$ cat src/rtl/l1f_pkg.sv
package l1f_pkg;
  typedef enum logic [1:0] {
    ACC_INT    = 2'd0,
    ACC_IFETCH = 2'd1,
    ACC_DREAD  = 2'd2,
    ACC_WRITE  = 2'd3
  } acc_kind_e;

  localparam int LINE_I = 0;
  localparam int LINE_D = 1;
  localparam int NLINES = 2;
endpackage

$ cat src/rtl/l1f_rst_sync.sv
module l1f_rst_sync (
  input  logic clk,
  input  logic rst_n_in,
  output logic rst_n_out
);
  logic [1:0] sync_q;

  always_ff @(posedge clk or negedge rst_n_in) begin
    if (!rst_n_in) sync_q <= 2'b00;
    else           sync_q <= {sync_q[0], 1'b1};
  end

  assign rst_n_out = sync_q[1];
endmodule

$ cat src/rtl/l1f_line.sv
module l1f_line #(
  parameter int TAG_W  = 28,
  parameter int DATA_W = 32,
  parameter int WORDS  = 4,
  parameter int IDX_W  = 2
) (
  input  logic                    clk,
  input  logic                    rst_n,
  input  logic                    inval,
  input  logic [TAG_W-1:0]        look_tag,
  input  logic [IDX_W-1:0]        rd_idx,
  input  logic                    fill_en,
  input  logic [TAG_W-1:0]        fill_tag,
  input  logic [WORDS*DATA_W-1:0] fill_line,
  input  logic                    wr_en,
  input  logic [IDX_W-1:0]        wr_idx,
  input  logic [DATA_W-1:0]       wr_data,
  output logic                    hit,
  output logic [DATA_W-1:0]       rd_word,
  output logic                    valid
);
  logic              valid_q, valid_d;
  logic [TAG_W-1:0]  tag_q, tag_d;
  logic [DATA_W-1:0] data_q [WORDS];
  logic [DATA_W-1:0] data_d [WORDS];
  logic              data_en;

  assign data_en = fill_en | wr_en;

  always_comb begin
    valid_d = valid_q;
    tag_d   = tag_q;
    for (int w = 0; w < WORDS; w++) data_d[w] = data_q[w];
    if (fill_en) begin
      valid_d = 1'b1;
      tag_d   = fill_tag;
      for (int w = 0; w < WORDS; w++) data_d[w] = fill_line[w*DATA_W +: DATA_W];
    end
    if (wr_en) data_d[wr_idx] = wr_data;
    if (inval) valid_d = 1'b0;
  end

  always_ff @(posedge clk or negedge rst_n) begin
    if (!rst_n) valid_q <= 1'b0;
    else        valid_q <= valid_d;
  end

  always_ff @(posedge clk) begin
    if (fill_en) tag_q <= tag_d;
    if (data_en) for (int w = 0; w < WORDS; w++) data_q[w] <= data_d[w];
  end

  assign hit     = valid_q && (tag_q == look_tag);
  assign rd_word = data_q[rd_idx];
  assign valid   = valid_q;
endmodule

$ cat src/rtl/l1f_timer.sv
module l1f_timer #(
  parameter int CNT_W = 4
) (
  input  logic             clk,
  input  logic             rst_n,
  input  logic             start,
  input  logic [CNT_W-1:0] target,
  input  logic             ready,
  output logic             busy,
  output logic             fire,
  output logic             cont
);
  logic             busy_q, busy_d;
  logic [CNT_W-1:0] cnt_q, cnt_d;
  logic [CNT_W-1:0] target_q;
  logic             cont_q;

  always_comb begin
    busy_d = busy_q;
    cnt_d  = cnt_q;
    fire   = 1'b0;
    if (!busy_q) begin
      if (start) begin
        busy_d = 1'b1;
        cnt_d  = CNT_W'(1);
      end
    end else if ((cnt_q >= target_q) && ready) begin
      fire   = 1'b1;
      busy_d = 1'b0;
    end else if (cnt_q != {CNT_W{1'b1}}) begin
      cnt_d = cnt_q + CNT_W'(1);
    end
  end

  always_ff @(posedge clk or negedge rst_n) begin
    if (!rst_n) begin
      busy_q <= 1'b0;
      cnt_q  <= '0;
      cont_q <= 1'b0;
    end else begin
      busy_q <= busy_d;
      cnt_q  <= cnt_d;
      cont_q <= fire;
    end
  end

  always_ff @(posedge clk) begin
    if (start && !busy_q) target_q <= target;
  end

  assign busy = busy_q;
  assign cont = cont_q;
endmodule

$ cat src/rtl/l1_split_front.sv
module l1_split_front
  import l1f_pkg::*;
#(
  parameter int ADDR_W  = 32,
  parameter int DATA_W  = 32,
  parameter int WORDS   = 4,
  parameter int INT_CYC = 3,
  parameter int HIT_CYC = 4,
  parameter int WR_CYC  = 4,
  parameter int L2_CYC  = 6,
  parameter int CNT_W   = 4
) (
  input  logic                    clk,
  input  logic                    rst_n,
  input  logic                    inval,
  input  logic                    req_valid,
  input  logic [1:0]              req_kind,
  input  logic [ADDR_W-1:0]       req_addr,
  input  logic [DATA_W-1:0]       req_wdata,
  output logic                    cont,
  output logic [DATA_W-1:0]       rdata,
  output logic                    l2_rd,
  output logic                    l2_wr,
  output logic                    l2_instr,
  output logic [ADDR_W-1:0]       l2_addr,
  output logic [DATA_W-1:0]       l2_wdata,
  input  logic                    l2_fill_valid,
  input  logic [WORDS*DATA_W-1:0] l2_fill_line
);
  localparam int BOFF_W = $clog2(DATA_W / 8);
  localparam int IDX_W  = $clog2(WORDS);
  localparam int TAG_W  = ADDR_W - BOFF_W - IDX_W;

  logic rst_n_s;
  l1f_rst_sync i_rst (.clk(clk), .rst_n_in(rst_n), .rst_n_out(rst_n_s));

  acc_kind_e        kind_in, kind_q, kind_d;
  logic [TAG_W-1:0] req_tag, tag_q, tag_d;
  logic [IDX_W-1:0] req_idx, idx_q, idx_d;
  logic             busy, fire, accept, is_rd, is_wr, miss_rd, wr_hit;
  logic             req_line, line_q;
  logic [CNT_W-1:0] target;
  logic [NLINES-1:0] line_hit, line_valid;
  logic [DATA_W-1:0] line_word [NLINES];

  logic              l2_rd_q, l2_rd_d, l2_wr_q, l2_wr_d, l2_instr_q, l2_instr_d;
  logic              fill_pend_q, fill_pend_d;
  logic [ADDR_W-1:0] l2_addr_q, l2_addr_d;
  logic [DATA_W-1:0] l2_wdata_q, l2_wdata_d, rdata_q, rdata_d;

  assign kind_in  = acc_kind_e'(req_kind);
  assign req_tag  = req_addr[ADDR_W-1 -: TAG_W];
  assign req_idx  = req_addr[BOFF_W +: IDX_W];
  assign accept   = req_valid && !busy;
  assign is_rd    = (kind_in == ACC_IFETCH) || (kind_in == ACC_DREAD);
  assign is_wr    = (kind_in == ACC_WRITE);
  assign req_line = (kind_in != ACC_IFETCH);
  assign line_q   = (kind_q != ACC_IFETCH);
  assign miss_rd  = accept && is_rd && !line_hit[req_line];
  assign wr_hit   = accept && is_wr && line_hit[LINE_D];

  always_comb begin
    unique case (kind_in)
      ACC_INT:   target = CNT_W'(INT_CYC);
      ACC_WRITE: target = CNT_W'(WR_CYC);
      default:   target = line_hit[req_line] ? CNT_W'(HIT_CYC) : CNT_W'(L2_CYC);
    endcase
  end

  generate
    for (genvar g = 0; g < NLINES; g++) begin : g_line
      l1f_line #(.TAG_W(TAG_W), .DATA_W(DATA_W), .WORDS(WORDS), .IDX_W(IDX_W)) i_line (
        .clk      (clk),
        .rst_n    (rst_n_s),
        .inval    (inval),
        .look_tag (req_tag),
        .rd_idx   (idx_q),
        .fill_en  (fill_pend_q && l2_fill_valid && (line_q == 1'(g))),
        .fill_tag (tag_q),
        .fill_line(l2_fill_line),
        .wr_en    ((g == LINE_D) && wr_hit),
        .wr_idx   (req_idx),
        .wr_data  (req_wdata),
        .hit      (line_hit[g]),
        .rd_word  (line_word[g]),
        .valid    (line_valid[g])
      );
    end
  endgenerate

  l1f_timer #(.CNT_W(CNT_W)) i_timer (
    .clk   (clk),
    .rst_n (rst_n_s),
    .start (req_valid),
    .target(target),
    .ready (!fill_pend_q),
    .busy  (busy),
    .fire  (fire),
    .cont  (cont)
  );

  always_comb begin
    kind_d      = kind_q;
    tag_d       = tag_q;
    idx_d       = idx_q;
    l2_addr_d   = l2_addr_q;
    l2_wdata_d  = l2_wdata_q;
    l2_instr_d  = l2_instr_q;
    rdata_d     = rdata_q;
    l2_rd_d     = miss_rd;
    l2_wr_d     = accept && is_wr;
    fill_pend_d = fill_pend_q;
    if (accept) begin
      kind_d     = kind_in;
      tag_d      = req_tag;
      idx_d      = req_idx;
      l2_addr_d  = req_addr;
      l2_instr_d = (kind_in == ACC_IFETCH);
      if (is_wr) l2_wdata_d = req_wdata;
    end
    if (miss_rd)            fill_pend_d = 1'b1;
    else if (l2_fill_valid) fill_pend_d = 1'b0;
    if (fire && ((kind_q == ACC_IFETCH) || (kind_q == ACC_DREAD)))
      rdata_d = line_word[line_q];
  end

  always_ff @(posedge clk or negedge rst_n_s) begin
    if (!rst_n_s) begin
      kind_q      <= ACC_INT;
      l2_rd_q     <= 1'b0;
      l2_wr_q     <= 1'b0;
      l2_instr_q  <= 1'b0;
      fill_pend_q <= 1'b0;
    end else begin
      kind_q      <= kind_d;
      l2_rd_q     <= l2_rd_d;
      l2_wr_q     <= l2_wr_d;
      l2_instr_q  <= l2_instr_d;
      fill_pend_q <= fill_pend_d;
    end
  end

  always_ff @(posedge clk) begin
    if (accept) begin
      tag_q     <= tag_d;
      idx_q     <= idx_d;
      l2_addr_q <= l2_addr_d;
    end
    if (accept && is_wr) l2_wdata_q <= l2_wdata_d;
    if (fire) rdata_q <= rdata_d;
  end

  assign rdata    = rdata_q;
  assign l2_rd    = l2_rd_q;
  assign l2_wr    = l2_wr_q;
  assign l2_instr = l2_instr_q;
  assign l2_addr  = l2_addr_q;
  assign l2_wdata = l2_wdata_q;
endmodule

$ cat config.mk
export PLATFORM = sky130hd
export DESIGN_NAME = l1_split_front
export DESIGN_NICKNAME = d
export VERILOG_FILES = /design/src/rtl/l1f_pkg.sv /design/src/rtl/l1f_rst_sync.sv /design/src/rtl/l1f_line.sv /design/src/rtl/l1f_timer.sv /design/src/rtl/l1_split_front.sv
export SDC_FILE = /design/constraint.sdc
export NUM_CORES = 1
export LEC_CHECK = 0
export CAP_MARGIN = 5
export CORE_UTILIZATION = 49
export CTS_CLUSTER_DIAMETER = 40
export CTS_CLUSTER_SIZE = 40
export DETAILED_ROUTE_END_ITERATION = 16
export PLACE_DENSITY = 0.84
export SLEW_MARGIN = 20
export SYNTH_ARGS = -nofsm -noshare
export SYNTH_HDL_FRONTEND = slang
export SYNTH_SLANG_ARGS = --single-unit
$ cat constraint.sdc
create_clock -name clk -period 0.8 [get_ports clk]
set_input_delay 0.16 -clock clk [delete_from_list [all_inputs] [get_ports clk]]
set_output_delay 0.16 -clock clk [all_outputs]
set_load 0.02 [all_outputs]
==> impl_metrics.csv, run 1 <==
group,metric,value,unit
run,max_cap_check_violation_count,0,
synthesis,ys_top_cells_by_area,"edfxtp_1, mux4_2, mux2i_1",
floorplan,die-area,0.0383,mm^2
critical_path,path_buf_inv,4,
synthesis,synthDistinctLibCells,39,
critical_path,worst-r2r-cell-count,9,
place,place.port_buffers,298,
synthesis,syn_area_per_cell,16.3,um^2
synthesis,netlist_instances,1127,
grt,grt_pass1_wl,73.3,mm
layout,final_common_cell,"edfxtp_1",
grt,initial_antenna_violation_count,5,
place,gp_congestion,0.835,
synthesis,synth_enable_flop_cells,411,
critical_path,worst_ep_arrival_time,2570,ps
grt,grt-busiest-layer,"met2",
sta,fin_worst_skew,36.3,ps
run_status,run_status,"finished with violations",
drt,drc,0,
sta,finalWorstPathRequiredPeriod,2290,ps
sta,unrepaired_setup_endpoints_after_global_routing,"yes",
pwr,power.density,2690,mW/mm^2
drt,firstDrtPassIters,5,
sta,post-route-period-util,286,%
critical_path,critical_path.top_delay_family,"simple AND/OR/NAND/NOR gates",
critical_path,timing.setup.critical_path_class,"flop to flop",
drt,drt_iter0_drc,1076,
layout,area_growth,46.9,%
synthesis,synth_warnings,0,
run_status,failed_checks,"negative setup slack",
synthesis,synth.net_count,1335,
sta,final_critical_path_setup_slack,-1490,ps
drt,drt_via_density,5.83,
synthesis,async_flop_share,3.73,%
grt,global_route.usage.met3,6.93,%
synthesis,fraction_of_post_synthesis_cell_area_in_the_top_cell_type_by_area,67.1,%
layout,layout.filler_cells,2154,
clock_network,cts_inserted_buffers,52,
clock_network,cts_buffer_depth,3,
synthesis,ys_ff_latch,429,
place,placed_cells_incl_taps,2015,
drt,detail_route.wl_per_cell,25.3,um
sta,finalHoldViolCount,0,
critical_path,timing.rr.end,"g_line[1].i_line.data_q[2][9]$_DFFE_PP_",
layout,stdcell_count,2169,
grt,grt_pass1_vias,12700,
floorplan,pin_count,299,
drt,remaining_antenna_violation_count_after_routing,0,
layout,final_net_count,1865,
critical_path,crit_path_start_kind,"flop",
critical_path,crit_chain,"xnor2_1 -> nand4_1 -> nor4_4 -> buf_6 -> buf_12 -> nand2_8 -> buf_12 -> nand2_8 -> clkbuf_16",
sta,finalHoldWorstSlack,41.6,ps
floorplan,core_region_area,0.0368,mm^2
floorplan,dieHeight,196,um
synthesis,netlist.top_cell.by_area,"edfxtp_1",
pwr,ir_drop,0.00210,V
layout,final_cell_mix,"edfxtp_1, clkdlybuf4s50_1, buf_4",
grt,grt_overflow,0,
critical_path,slowest_stage,"edfxtp_1",
critical_path,slowest_delay,400,ps
place,place.detailed.hpwl,32.8,mm
layout,final_layout_size_suffix_gt1_share,32.9,%
grt,largest_net_degree_at_the_start_of_global_routing,65,
sta,slew_violations,0,
floorplan,number_of_rows_created_at_floorplan,70,
critical_path,ff2ff_setup_slack,-1490,ps
critical_path,path_max_fanout,7,
synthesis,post_synth_instance_area,0.0184,mm^2
clock_network,cts.htree.levels,2,
place,dp_slack,-1780,ps
drt,route.final.wire_length,54.8,mm
synthesis,synth-seq-area-share,69.5,%
drt,route.vias.total,12600,
grt,grt_use_met2,42.7,%
clock_network,clock_tree.root_cell,"clkbuf_16",
critical_path,r2r-start,"g_line[1].i_line.tag_q[13]$_DFFE_PP_",
clock_network,clock_latency,590,ps
clock_network,clkSlewWorstSetupHoldPaths,70,ps
sta,worst_pin_slew,509,ps
grt,grt_util_all_layers,25.5,%
worst_hold_path,hold_class,"flop to asynchronous set/reset pin",
critical_path,endpoint_kind,"flop",
sta,max-slew-margin-rel,65.7,%
floorplan,fp.dieW,196,um
sta,max_clock_freq,437,MHz
sta,setup-violations-final,707,
critical_path,cp_data_required_time,1090,ps
synthesis,synthFlopType,"edfxtp_1",
floorplan,initial_core_utilization,50.0,%
pwr,p_leak,9.35,nW
clock_network,clock_sink_count,429,
clock_network,tritoncts,"done",
grt,global_route.usage.met1,32.1,%
-- logic make-up after synthesis --
kind of cell    share of synthesized area, %
mux                                     16.8
fa+ha+maj                              0.612
flops                                   69.5
other cells                           0.0204
xor+xnor                                2.67
simple gates                            4.74
compound gates                          3.98
buf+inv                                 1.77
-- worst reg2reg max path: stages, from the launching register on --
cell	delay, ps
edfxtp_1	400
xnor2_1	210
nand4_1	250
nor4_4	350
buf_6	160
buf_12	100
nand2_8	70
buf_12	140
nand2_8	130
clkbuf_16	180
-- layout make-up --
cell class	count	area (um^2)	share of cell area (%)
inverters	13	75.1	0.278
clock buffers	54	1330	4.92
multi-input cells	627	5930	21.9
well taps	468	586	2.17
clock inverters	41	465	1.72
diodes	3	7.51	0.0278
repair buffers	534	5840	21.6
flip-flops and latches	429	12800	47.3
-- worst max path at each step --
stage          cells past startpoint  slack [ps]                                  from                                  endpoint
6_report                           9       -1490  g_line[1].i_line.tag_q[13]$_DFFE_PP_   g_line[1].i_line.data_q[2][9]$_DFFE_PP_
5_1_grt                            9       -1590  g_line[1].i_line.tag_q[23]$_DFFE_PP_   g_line[1].i_line.data_q[1][8]$_DFFE_PP_
4_1_cts                            8       -1420   g_line[1].i_line.tag_q[3]$_DFFE_PP_   g_line[1].i_line.data_q[2][4]$_DFFE_PP_
3_5_place_dp                       9       -1780                          req_addr[21]  g_line[1].i_line.data_q[1][19]$_DFFE_PP_
3_3_place_gp                       9       -1680                          req_addr[21]  g_line[1].i_line.data_q[1][30]$_DFFE_PP_
2_1_floorplan                      7       -1530                i_timer.busy$_DFF_PN0_   g_line[1].i_line.data_q[0][0]$_DFFE_PP_
-- state kept, by name (all words and copies together), names as in the netlist, named ones only --
register              flops
i_timer.cnt_q             4
i_rst.sync_q              2
i_timer.cont              1
tag_q                    28
l2_addr                   3
idx_q                     1
l2_wdata                 32
i_timer.target_q          3
kind_q                    2
g_line.i_line.valid       2
g_line.i_line.data_q    256
fill_pend_q               1
i_timer.busy              1
rdata                    32
g_line.i_line.tag_q      56
l2_instr                  1
l2_rd                     1
l2_wr                     1
-- stage by stage --
stage,util (%),area [um^2],total power [mW],TNS (ps)
after global placement,63.9,23500,45.9,-820220
after floorplan,-,18700,38.9,-736240
final,73.5,27000,72.7,-724320
after CTS,69.5,25600,70.8,-787860
after detailed placement,63.9,23500,46.5,-836600
after global routing,73.5,27000,75.0,-764580
-- metal layers --
metal / vias up / share of wire, %
met3: 140 / 9.0
met5: - / 0.053
li1: 5472 / -
met2: 697 / 50
met1: 6334 / 37
met4: 4 / 3.4
-- power by group --
part           switching [mW]  internal, mW
Clock                    10.6          13.7
Sequential               1.12          28.1
Combinational            9.08          10.1
Total                    20.8          51.9
-- synth_stat cells (2+ instances only) --
library cell,instances
a21oi_1,132
and3_1,3
and4_1,2
buf_2,38
clkbuf_1,21
dfrtp_1,16
dfxtp_1,2
edfxtp_1,411
ha_1,9
inv_1,11
inv_2,2
mux2_2,32
mux2i_1,128
mux4_2,64
nand2_1,16
nand2b_1,2
nand3_1,4
nand4_1,13
nand4b_1,3
nor2_1,139
nor4_1,4
nor4_4,2
o21ai_0,3
xnor2_1,45
xor2_1,11
-- timing repair --
action,CTS,global route
gates resized for setup,62,145
cloned,1,33
buffers inserted,2,19
endpoints found under the setup margin,706,713
hold buffers,1,0
pin swaps,2,22
endpoints found under the hold margin,2,0
Note: power is estimated with default switching activity, not from simulation.
==> inputs of run 2 (changes only) <==
- CAP_MARGIN: 5 -> unset
- HOLD_SLACK_MARGIN: unset -> 0.12
==> impl_metrics.csv, run 2 (synthesis results as in run 1) <==
group,metric,value,unit
drt,route.vias.total,12700,
drt,drt_via_density,5.85,
place,place.port_buffers,298,
layout,largest_register_ffs,256,
drt,firstDrtPassIters,6,
worst_hold_path,hold_crit_start,"l2_fill_line[7]",
sta,fin_worst_skew,26.1,ps
place,gp_congestion,0.835,
pwr,power.net_switching,20.7,mW
clock_network,clock_tree.root_cell,"clkbuf_16",
layout,final_net_count,1859,
drt,detail_route.wl_per_cell,24.8,um
grt,grt_pass1_vias,12700,
sta,setup-violations-final,707,
layout,final_common_cell,"edfxtp_1",
sta,max-slew-margin-rel,65.5,%
floorplan,core_region_area,0.0368,mm^2
pwr,power_switching_share,28.6,%
layout,area_growth,46.1,%
layout,finish.utilization,73.1,%
critical_path,timing.setup.critical_path_class,"flop to flop",
critical_path,cp_data_required_time,1090,ps
floorplan,number_of_rows_created_at_floorplan,70,
sta,slew_violations,0,
clock_network,cts_inserted_buffers,52,
critical_path,worst_ep_arrival_time,2560,ps
critical_path,r2r-start,"g_line[1].i_line.tag_q[13]$_DFFE_PP_",
drt,route.final.wire_length,53.7,mm
worst_hold_path,timing.hold.worst_path_depth,1,
clock_network,clock_sink_count,429,
sta,finalWorstPathRequiredPeriod,2270,ps
critical_path,timing.rr.end,"g_line[1].i_line.data_q[0][6]$_DFFE_PP_",
floorplan,pin_count,299,
run,max_cap_check_violation_count,0,
sta,final_critical_path_setup_slack,-1470,ps
pwr,clock_power_share,33.4,%
place,dp_slack,-1780,ps
layout,top_flop_regs,"g_line.i_line.data_q x256, g_line.i_line.tag_q x56",
sta,post-route-period-util,284,%
critical_path,worst-r2r-cell-count,9,
worst_hold_path,hold_end,"g_line[0].i_line.data_q[0][7]$_DFFE_PP_",
grt,grt_pass1_wl,73.3,mm
clock_network,cts.htree.levels,2,
critical_path,ff2ff_setup_slack,-1470,ps
pwr,power.internal,51.7,mW
critical_path,crit_path_start_kind,"flop",
layout,max_flop_register,"g_line.i_line.data_q",
grt,grt_util_all_layers,25.5,%
pwr,ir_drop,0.00210,V
run_status,failed_checks,"negative setup slack",
sta,worst_pin_slew,512,ps
layout,final_layout_size_suffix_gt1_share,32.6,%
worst_hold_path,hold_class,"primary input to flop",
run_status,run_status,"finished with violations",
pwr,power_frac_seq,40.3,%
sta,max_clock_freq,440,MHz
place,place.detailed.hpwl,32.8,mm
critical_path,path_max_fanout,7,
grt,grt_overflow,0,
sta,unrepaired_setup_endpoints_after_global_routing,"yes",
clock_network,clkSlewWorstSetupHoldPaths,60,ps
clock_network,clock_latency,590,ps
drt,drc,0,
pwr,power.density,2690,mW/mm^2
clock_network,tritoncts,"done",
grt,initial_antenna_violation_count,4,
floorplan,dieHeight,196,um
critical_path,endpoint_kind,"flop",
sta,finalHoldViolCount,0,
sta,finalHoldWorstSlack,175,ps
pwr,share_comb_of_total_power,26.2,%
sta,setup_tns,-710050,ps
layout,final_cell_mix,"edfxtp_1, clkdlybuf4s50_1, buf_4",
grt,largest_net_degree_at_the_start_of_global_routing,65,
drt,drt_iter0_drc,1021,
drt,remaining_antenna_violation_count_after_routing,0,
floorplan,die-area,0.0383,mm^2
pwr,p_leak,9.28,nW
clock_network,cts_buffer_depth,3,
floorplan,fp.dieW,196,um
floorplan,initial_core_utilization,50.0,%
pwr,fin_total_pwr,72.4,mW
-- run 2: critical path: stages (launching register included) --
cell	delay, ps
edfxtp_1	400
xnor2_1	210
nand4_1	250
nor4_4	350
buf_6	160
buf_12	100
nand2_8	70
buf_12	140
nand2_8	130
clkbuf_16	180
-- run 2: cell type report --
cell class	instances	area, um^2
Clock inverter	41	465
Clock buffer	54	1330
Timing Repair Buffer	528	5680
Multi-Input combinational cell	627	5950
Fill cell	2169	9910
Tap cell	468	586
Inverter	13	75.1
Antenna cell	3	7.51
Sequential cell	429	12800
-- run 2: power groups by stage --
stage | Clock, mW | Sequential, mW | Combinational [mW]
after floorplan | 0 | 30.5 | 8.42
after global placement | 0 | 29.4 | 16.5
after detailed placement | 0 | 29.6 | 16.9
after CTS | 24.4 | 29.2 | 17.2
after global routing | 25.3 | 29.4 | 20.0
final | 24.2 | 29.2 | 19.0
-- run 2: through the flow --
step,instances,cell area (um^2)
after global placement,2015,23500
after detailed placement,2015,23500
after floorplan,1127,18700
final,2163,26900
after CTS,2117,25600
after global routing,2162,26900
-- run 2: worst max path at each step --
| stage | from | cells after the start | endpoint |
|---|---|---|---|
| floorplan | i_timer.busy$_DFF_PN0_ | 7 | g_line[1].i_line.data_q[0][0]$_DFFE_PP_ |
| global placement | req_addr[21] | 9 | g_line[1].i_line.data_q[1][30]$_DFFE_PP_ |
| detailed placement | req_addr[21] | 9 | g_line[1].i_line.data_q[1][19]$_DFFE_PP_ |
| CTS | g_line[1].i_line.tag_q[3]$_DFFE_PP_ | 8 | g_line[1].i_line.data_q[2][4]$_DFFE_PP_ |
| global route | g_line[1].i_line.tag_q[13]$_DFFE_PP_ | 9 | g_line[1].i_line.data_q[3][8]$_DFFE_PP_ |
| finish | g_line[1].i_line.tag_q[13]$_DFFE_PP_ | 9 | g_line[1].i_line.data_q[0][6]$_DFFE_PP_ |
-- run 2: repair_timing --
action                                 CTS  global route
setup endpoints to repair              706           713
pin swaps                                2            21
resized for setup                       62           147
setup buffers                            2            16
hold buffers                             4             1
gates cloned                             1            26
endpoints found under the hold margin    7             1
-- run 2: layer usage --
metal  vias up  GRT usage [%]  wire length [um]
li1       5463              -                 -
met4         2           8.68              1700
met1      6363           32.1             20100
met2       704           42.7             26900
met3       121           6.86              4960
met5         -              0                14
